`src/rtl/tsu_pkg.sv`:
```
package tsu_pkg;
    localparam int unsigned WORD_W = 32;
    localparam int unsigned BEATS  = 4;
    localparam int unsigned IDX_W  = $clog2(BEATS);

    typedef logic [WORD_W-1:0] word_t;

    typedef struct packed {
        word_t meta;
        word_t sec;
        word_t crs;
        word_t fine;
    } tag_t;

    typedef struct packed {
        word_t sec;
        word_t crs;
    } tbase_t;

    typedef struct packed {
        logic             active;
        logic [IDX_W-1:0] idx;
    } strm_t;
endpackage

```
`src/rtl/tsu_timebase.sv`:
```
module tsu_timebase
    import tsu_pkg::*;
#(
    parameter int unsigned TICKS_PER_SEC = 125000000
) (
    input  logic  clk,
    input  logic  rst_n,
    input  logic  sec_we,
    input  word_t sec_wd,
    input  logic  crs_we,
    input  word_t crs_wd,
    output word_t sec_o,
    output word_t crs_o
);
    localparam word_t TERMINAL = word_t'(TICKS_PER_SEC - 1);

    tbase_t tb_d, tb_q;
    logic   at_end;

    always_comb begin
        tb_d   = tb_q;
        at_end = (tb_q.crs >= TERMINAL);
        // tick count: write beats increment/wrap
        if (crs_we)
            tb_d.crs = crs_wd;
        else if (at_end)
            tb_d.crs = '0;
        else
            tb_d.crs = tb_q.crs + word_t'(1);
        // second count: write beats carry
        if (sec_we)
            tb_d.sec = sec_wd;
        else if (at_end)
            tb_d.sec = tb_q.sec + word_t'(1);
    end

    always_ff @(posedge clk) begin
        if (!rst_n) tb_q <= '0;
        else        tb_q <= tb_d;
    end

    assign sec_o = tb_q.sec;
    assign crs_o = tb_q.crs;
endmodule

```
`src/rtl/tsu_capture.sv`:
```
module tsu_capture
    import tsu_pkg::*;
#(
    parameter int unsigned SRC_W = 4
) (
    input  logic             clk,
    input  logic             rst_n,
    input  logic             trig,
    input  logic [SRC_W-1:0] src,
    input  word_t            fine,
    input  word_t            sec,
    input  word_t            crs,
    output tag_t             tag_o,
    output logic             valid_o
);
    tag_t tag_d, tag_q;
    logic valid_d, valid_q;

    always_comb begin
        tag_d   = tag_q;
        valid_d = trig;
        if (trig) begin
            tag_d.meta = word_t'(src);
            tag_d.sec  = sec;
            tag_d.crs  = crs;
            tag_d.fine = fine;
        end
    end

    always_ff @(posedge clk) begin
        if (!rst_n) begin
            tag_q   <= '0;
            valid_q <= 1'b0;
        end else begin
            tag_q   <= tag_d;
            valid_q <= valid_d;
        end
    end

    assign tag_o   = tag_q;
    assign valid_o = valid_q;
endmodule

```
`src/rtl/tsu_stream.sv`:
```
module tsu_stream
    import tsu_pkg::*;
(
    input  logic             clk,
    input  logic             rst_n,
    input  logic             start,
    input  tag_t             tag,
    output logic             valid_o,
    output logic [IDX_W-1:0] idx_o,
    output logic             last_o,
    output word_t            word_o
);
    localparam logic [IDX_W-1:0] LAST_IDX = IDX_W'(BEATS - 1);

    strm_t st_d, st_q;
    word_t beat [BEATS];

    always_comb begin
        st_d = st_q;
        if (start) begin
            st_d.active = 1'b1;
            st_d.idx    = '0;
        end else if (st_q.active) begin
            if (st_q.idx == LAST_IDX) begin
                st_d.active = 1'b0;
                st_d.idx    = '0;
            end else begin
                st_d.idx = st_q.idx + IDX_W'(1);
            end
        end
    end

    always_ff @(posedge clk) begin
        if (!rst_n) st_q <= '0;
        else        st_q <= st_d;
    end

    // beat order: meta, seconds, ticks, fine
    assign beat[0] = tag.meta;
    assign beat[1] = tag.sec;
    assign beat[2] = tag.crs;
    assign beat[3] = tag.fine;

    assign valid_o = st_q.active;
    assign idx_o   = st_q.idx;
    assign last_o  = st_q.active && (st_q.idx == LAST_IDX);
    assign word_o  = st_q.active ? beat[st_q.idx] : '0;
endmodule

```
`src/rtl/trig_stamp_unit.sv`:
```
module trig_stamp_unit
    import tsu_pkg::*;
#(
    parameter int unsigned TICKS_PER_SEC = 125000000,
    parameter int unsigned SRC_W         = 4
) (
    input  logic             clk,
    input  logic             rst_n,
    input  logic             sec_wr_en,
    input  logic [31:0]      sec_wr_data,
    input  logic             crs_wr_en,
    input  logic [31:0]      crs_wr_data,
    input  logic             trig_in,
    input  logic [SRC_W-1:0] trig_src,
    input  logic [31:0]      fine_in,
    output logic [31:0]      sec_now,
    output logic [31:0]      crs_now,
    output logic [31:0]      tag_meta,
    output logic [31:0]      tag_sec,
    output logic [31:0]      tag_crs,
    output logic [31:0]      tag_fine,
    output logic             tag_valid,
    output logic             strm_valid,
    output logic [1:0]       strm_idx,
    output logic             strm_last,
    output logic [31:0]      strm_word
);
    tag_t tag;

    tsu_timebase #(.TICKS_PER_SEC(TICKS_PER_SEC)) u_tbase (
        .clk    (clk),
        .rst_n  (rst_n),
        .sec_we (sec_wr_en),
        .sec_wd (sec_wr_data),
        .crs_we (crs_wr_en),
        .crs_wd (crs_wr_data),
        .sec_o  (sec_now),
        .crs_o  (crs_now)
    );

    tsu_capture #(.SRC_W(SRC_W)) u_cap (
        .clk     (clk),
        .rst_n   (rst_n),
        .trig    (trig_in),
        .src     (trig_src),
        .fine    (fine_in),
        .sec     (sec_now),
        .crs     (crs_now),
        .tag_o   (tag),
        .valid_o (tag_valid)
    );

    tsu_stream u_strm (
        .clk     (clk),
        .rst_n   (rst_n),
        .start   (trig_in),
        .tag     (tag),
        .valid_o (strm_valid),
        .idx_o   (strm_idx),
        .last_o  (strm_last),
        .word_o  (strm_word)
    );

    assign tag_meta = tag.meta;
    assign tag_sec  = tag.sec;
    assign tag_crs  = tag.crs;
    assign tag_fine = tag.fine;
endmodule

```
`config.mk`:
```
export PLATFORM = sky130hd
export DESIGN_NAME = trig_stamp_unit
export DESIGN_NICKNAME = d
export VERILOG_FILES = /design/src/rtl/tsu_pkg.sv /design/src/rtl/tsu_timebase.sv /design/src/rtl/tsu_capture.sv /design/src/rtl/tsu_stream.sv /design/src/rtl/trig_stamp_unit.sv
export SDC_FILE = /design/constraint.sdc
export NUM_CORES = 1
export LEC_CHECK = 0
export BUFFER_PORTS_ARGS = -buffer_cell sky130_fd_sc_hd__buf_2
export CORE_ASPECT_RATIO = 0.5
export CORE_UTILIZATION = 28
export CTS_CLUSTER_SIZE = 28
export DETAILED_ROUTE_END_ITERATION = 12
export PLACE_DENSITY_LB_ADDON = 0.08
export REMOVE_ABC_BUFFERS = 1
export SLEW_MARGIN = 0
export SYNTH_ARGS = -nofsm -noshare
export SYNTH_HDL_FRONTEND = slang
export SYNTH_SLANG_ARGS = --single-unit
```
`constraint.sdc`:
```
create_clock -name clk -period 2.76 [get_ports clk]
set_input_delay 0.138 -clock clk [delete_from_list [all_inputs] [get_ports clk]]
set_output_delay 0.138 -clock clk [all_outputs]
set_load 0.01 [all_outputs]
```
==> results of run 1 <==
==> synthesized netlist by cell type (all sizes together), types with 3 or more instances <==
library cell	number
nor4b	4
nor4	3
a21oi	25
xnor2	29
nand3	21
mux2	28
o31ai	18
or3	3
dfxtp	168
nor3	10
and4	7
a31oi	5
a2111oi	7
buf	51
nand2	53
nand4	11
xor2	15
nor2	44
mux2i	103
a211oi	11
mux4	4
a22oi	27
ha	3
and2	25
clkbuf	45
and3	9
nor2b	102
inv	9
o21ai	41
nand2b	5
==> layout by cell type (no fill, tap or decap), drive strengths merged, types with 3 or more instances in the layout <==
master       count
mux4             4
nor4             3
xnor2           29
and3             9
nand3           21
nor2b          102
and2            25
a21oi           25
ha               3
o31ai           18
a2111oi          7
clkbuf          18
nor4b            4
o21ai           41
buf            335
nor2            44
nand2           53
nand2b           5
and4             7
mux2i          103
a31oi            5
bufinv           4
nor3            10
dfxtp          168
or3              3
xor2            15
conb            28
clkinv           9
nand4           11
a22oi           27
a211oi          11
mux2            28
inv             10
dlygate4sd3     92
==> stage by stage <==
step	cells	util, %	hold slack, ns	cell area, um^2
after CTS	1692	40.7	0.00113	12000
final	1692	40.7	0.0181	12000
after global placement	1568	35.4	0.340	10500
after detailed placement	1568	35.4	0.346	10500
after global routing	1692	40.7	0.0217	12000
after floorplan	842	-	0.247	8160
==> path summary, 6_finish.rpt <==
path	start	to	slack (ns)	depth (start not counted)
min	crs_wr_data[2]	u_tbase.crs_o[2]$_SDFF_PN0_	0.02	4
max	u_tbase.crs_o[27]$_SDFF_PN0_	u_tbase.crs_o[24]$_SDFF_PN0_	0.31	5
min reg2reg	u_cap.tag_o[56]$_SDFFE_PN0P_	u_cap.tag_o[56]$_SDFFE_PN0P_	0.54	2
max reg2reg	u_tbase.crs_o[27]$_SDFF_PN0_	u_tbase.crs_o[24]$_SDFF_PN0_	0.31	5
==> registers in the layout, summed over array words and instances (netlist names) <==
register,count
u_tbase.crs_o,32
u_strm.valid_o,1
u_strm.idx_o,2
u_tbase.sec_o,32
u_cap.valid_o,1
u_cap.tag_o,100
==> layout make-up <==
class / instances / area share (%)
multi-input cells: 664 / 39.8
clock buffers: 18 / 3.65
clock inverters: 14 / 1.65
repair buffers: 427 / 22.5
well taps: 391 / 4.07
flip-flops and latches: 168 / 28.0
inverters: 10 / 0.312
==> kinds of logic after synthesis <==
kind of cell / Yosys count / share of synthesized area (%)
buf+inv: 106 / 6.23
simple gates: 305 / 20.1
xor+xnor: 44 / 4.50
mux: 135 / 16.8
flops: 168 / 39.3
other cells: 1 / 0.0438
compound gates: 149 / 12.6
fa+ha+maj: 3 / 0.439
==> tightest hold or removal path: cells and delay by family <==
kind / cells / cell delay [ns]
AND/OR/NAND/NOR: 2 / 0.16
buffers and inverters: 1 / 0.08
AO/OA/AOI/OAI: 1 / 0.06
==> report_power, final <==
part           switching (W)  leakage [nW]  internal, W
clock network        0.00111         0.310      0.00155
registers           0.000152          1.38      0.00255
logic               0.000482          3.64     0.000456
==> metal layers <==
metal / wire, um / part of all wire [%] / vias up / track usage [%]
li1: - / - / 3900 / -
met3: 1060 / 3.4 / 25 / 4.11
met4: 382 / 1.2 / 2 / 5.81
met1: 15200 / 48 / 3886 / 26.7
met2: 15000 / 47 / 163 / 32.3
met5: 12 / 0.038 / - / 0
==> repair_timing <==
| item | 4_1_cts | 5_1_grt |
|---|---|---|
| endpoints found under the hold margin | 92 | 0 |
| setup endpoints to repair | 0 | 2 |
| setup buffers | 0 | 0 |
| resized for setup | 0 | 1 |
| hold buffers | 92 | 0 |
==> results.toml, run 1 <==
[layout]
drive_above_1_share_pct = 32.7
seqCellArea_um2 = 3370
multiInputGateArea_um2 = 4780
area_delta_synth_final_pct = 40.5
nFillCells = 3003
num-nets-final = 1396
antenna-diode-count = 0

[global_routing]
antenna_found_initial = 1
grtUsageTotal_pct = 19.9
grt_max_degree = 51
grt_pass1_wl_mm = 47.3
overflow = 0
grt_pass1_vias = 7743

[yosys]
yosys.area.top_type_share_pct = 39.3
seq_area_frac_synth_pct = 39.3
synth_top_area_cell = "dfxtp_1"
ys_ff_latch = 168
netlist_area_um2 = 8560
synth_flop_cell = "dfxtp_1"
syn_avg_cell_area_um2 = 9.39
ys_async_sr_fraction_pct = 0
synthCells = 911
yosys_warnings = 0
yosysUniqueCellTypes = 61
synth_edf_count = 0
synthTopCellsByArea = "dfxtp_1, mux2i_1, nor2b_1"

[worst_setup_path]
cp_top_family = "simple AND/OR/NAND/NOR gates"
required_ns = 3.13
arrival_ns = 2.82
startpoint_type = "flop"
critPathBufInv = 0
endpoint_kind = "flop"
critPathMaxFanout = 12
crit_path_max_incr_delay_ns = 0.60
crit_slowest_cell = "or4_1"
cp_cell_sequence = "or4_1, nor3_4, and2_4, nand3b_1, o21ai_0"
worstSetupPathType = "reg2reg"

[floorplanning]
die_area_um2 = 31300
core_um2 = 29500
io_pins = 334
fp.dieH_um = 126
start_util_pct = 29.0
placementRows = 44
die_x_um = 249

[flow_run]
max-cap-violations = 0

[power_and_ir_drop]
powerDensity_nw_per_um2 = 523
peakVddDrop_uv = 446
finalPower_w = 0.00629
p_leak_nw = 5.33

[sta]
tns_ns = 0
slew-limit-headroom_pct = 46.2
hold_violations = 0
min_period_ns = 2.45
layout_setup_ws_ns = 0.306
fin_skew_ns = 0.00510
finalSetupViolations = 0
drv_slew = 0
worst_pin_slew_ns = 0.807
period_share_pct = 88.9
fmax_mhz = 407
rsz0062_at_grt = "no"

[detailed_routing]
num_vias = 7976
antenna_left = 0
wl_per_cell_um = 18.7
first_iter_violations = 344
drc_errors = 0
via_per_inst = 4.71
totalWireLength_mm = 31.7
drtPass1Iterations = 4

[clocking]
cts_max_level = 4
cts_made_buffers = 17
clk-insertion-delay-late_ns = 0.45
cts-root-buf = "clkbuf_16"
clk_path_buf_depth = 2
clkTransAtPathRegs_ns = 0.07
cts_tree = "done"
cts.sinks = 168

[status]
outcome = "completed"

[placement]
hpwl_mm = 23.0
place_congestion = 0.824
io_buffers = 305
pre_cts_ws_ns = 0.270

[hold_path]
hp-class = "in2reg"
Power figures use the tool's default switching activity.
==> inputs of run 2 (changes only) <==
Settings changed: SYNTH_HIERARCHICAL set to 1.
==> run 2 against run 1 <==
Net effect: sequential share of layout area rose by 0.14 points; via count is 0.56% lower; global-route usage decreased by 0.80 points; die area is 2.0% higher; largest power group unchanged; largest cell class unchanged; core utilization down 1.5 points; critical path depth rose by 3.
==> results.toml, run 2 <==
[status]
outcome = "completed"

[clocking]
clkTransAtPathRegs_ns = 0.07
cts.sinks = 168
postCtsSetupBuffers = 0
cts_tree = "done"
clk_path_buf_depth = 2
cts_max_level = 4
cts_made_buffers = 17
cts-root-buf = "clkbuf_16"
clk-insertion-delay-late_ns = 0.44

[detailed_routing]
num_vias = 7931
drc_errors = 0
antenna_left = 0
first_iter_violations = 398
met1Wirelength_mm = 14.2
wl_met2_mm = 15.2
dr_wl_met3_mm = 1.11
wl_per_cell_um = 18.1
totalWireLength_mm = 31.1
via_per_inst = 4.61
top_layer_used = "met4"
drtPass1Iterations = 5

[floorplanning]
start_util_pct = 28.6
fp.dieH_um = 127
die_x_um = 252
die_area_um2 = 31900
core_um2 = 30500
placementRows = 45
io_pins = 334

[sta]
drv_slew = 0
fin_skew_ns = 0.0107
slew-limit-headroom_pct = 32.9
period_share_pct = 92.0
hold_violations = 0
rsz0062_at_grt = "no"
finalSetupViolations = 0
worst_pin_slew_ns = 1.00
layout_setup_ws_ns = 0.222
hold-worst-slack_ns = 0.0254
min_period_ns = 2.54
fmax_mhz = 394

[worst_setup_path]
required_ns = 3.06
startpoint_type = "flop"
r2r_slack_ns = 0.22
reg2reg_depth = 8
r2r_start = "u_tbase/crs_o[0]$_SDFF_PN0_"
endpoint_kind = "flop"
worstSetupPathType = "reg2reg"
critPathMaxFanout = 21
critPathLaunch = "u_tbase/crs_o[0]$_SDFF_PN0_"
arrival_ns = 2.84
r2r_end = "u_tbase/sec_o[10]$_SDFFE_PN0P_"

[global_routing]
grtUsageTotal_pct = 19.1
grt_pass1_vias = 7707
grt_max_degree = 64
antenna_found_initial = 0
overflow = 0
grt_pass1_wl_mm = 46.3

[layout]
multiInputGateArea_um2 = 4780
largest_register_ffs = 100
final_util_pct = 39.2
antenna-diode-count = 0
num-nets-final = 1391
seqCellArea_um2 = 3370
drive_above_1_share_pct = 28.9
final_cell_mix = "buf_2, dfxtp_1, mux2i_1"
final_common_cell = "buf_2"
area_delta_synth_final_pct = 37.0
nFillCells = 3204
stdcell_area_um2 = 12000

[placement]
io_buffers = 305
hpwl_mm = 22.5
pre_cts_ws_ns = 0.215
place_congestion = 0.794
place_area_um2 = 10400

[yosys]
ys_async_sr_fraction_pct = 0
synth_top_area_cell = "dfxtp_1"
yosys.area.top_type_share_pct = 38.5
synth_edf_count = 0
synth_flop_cell = "dfxtp_1"
syn_avg_cell_area_um2 = 9.63
seq_area_frac_synth_pct = 38.5
yosysUniqueCellTypes = 48
netlist_area_um2 = 8730
yosysMostFrequentCell = "dfxtp_1"
ys_ff_latch = 168
yosys_warnings = 6
synth_commonest_cells = "dfxtp_1, mux2i_1, nor2b_1, a21oi_1, nand2_1"
synthCells = 907
synthTopCellsByArea = "dfxtp_1, mux2i_1, nor2b_1"

[hold_path]
hp-class = "in2reg"
min_from = "crs_wr_data[2]"
min_to = "u_tbase/crs_o[2]$_SDFF_PN0_"
whs_path_depth = 4

[power_and_ir_drop]
peakVddDrop_uv = 437
finalPower_w = 0.00614
p_leak_nw = 5.20
powerDensity_nw_per_um2 = 513

[flow_run]
max-cap-violations = 0
run 2: where the power goes:
group / total, W / leakage [nW] / switching (W) / internal [W]
clock network: 0.00244 / 0.265 / 0.00110 / 0.00134
registers: 0.00271 / 1.38 / 0.000162 / 0.00255
logic: 0.000990 / 3.56 / 0.000507 / 0.000483
run 2: area by class of cell:
class / instances / area share (%)
inverter: 5 / 0.157
clock buffer: 18 / 3.59
sequential: 168 / 28.1
multi-input combinational: 668 / 39.9
tap: 423 / 4.42
clock inverter: 14 / 1.25
timing repair buffer: 423 / 22.5
run 2: logic make-up after synthesis:
| family | synth area share (%) |
|---|---|
| adders and majority gates | 0.430 |
| other | 0.0429 |
| AOI/OAI and AO/OA | 11.3 |
| buffers and inverters | 8.07 |
| and+or+nand+nor | 17.0 |
| muxes | 19.0 |
| DFF | 38.5 |
| xor gates and xnor gates | 5.62 |
run 2: what timing repair did:
item | 4_1_cts | 5_1_grt
hold endpoints to repair | 95 | 0
hold buffers | 95 | 0
endpoints found under the setup margin | 0 | 1
resized for setup | 0 | 1
run 2: per-stage QoR:
| step | std cells | setup TNS [ns] |
|---|---|---|
| after floorplan | 841 | -11.25 |
| after global placement | 1592 | 0 |
| after detailed placement | 1592 | 0 |
| after CTS | 1719 | 0 |
| after global routing | 1719 | 0 |
| final | 1719 | 0 |
run 2: worst max-delay path, cell delays in order, from the launching register on:
cell and delay [ns]:
dfxtp_1 0.41, ha_1 0.28, nand2_1 0.12, o211ai_1 0.30
nand4_4 0.45, buf_4 0.32, a211oi_1 0.28, xnor2_1 0.15
a21oi_1 0.07
run 2: routing by layer:
layer  track usage, %  up-vias
met2             32.2      171
met5                0        -
met3             3.78       32
met4             5.95        0
met1             24.6     3827
li1                 -     3901
run 2: worst max-delay path by stage:
stage | end | depth (start not counted)
4_1_cts | u_tbase/sec_o[1]$_SDFFE_PN0P_ | 7
3_3_place_gp | u_tbase/sec_o[10]$_SDFFE_PN0P_ | 8
2_1_floorplan | u_strm/idx_o[1]$_SDFFE_PP0P_ | 3
3_5_place_dp | u_tbase/sec_o[1]$_SDFFE_PN0P_ | 7
6_report | u_tbase/sec_o[10]$_SDFFE_PN0P_ | 8
5_1_grt | u_tbase/sec_o[10]$_SDFFE_PN0P_ | 8
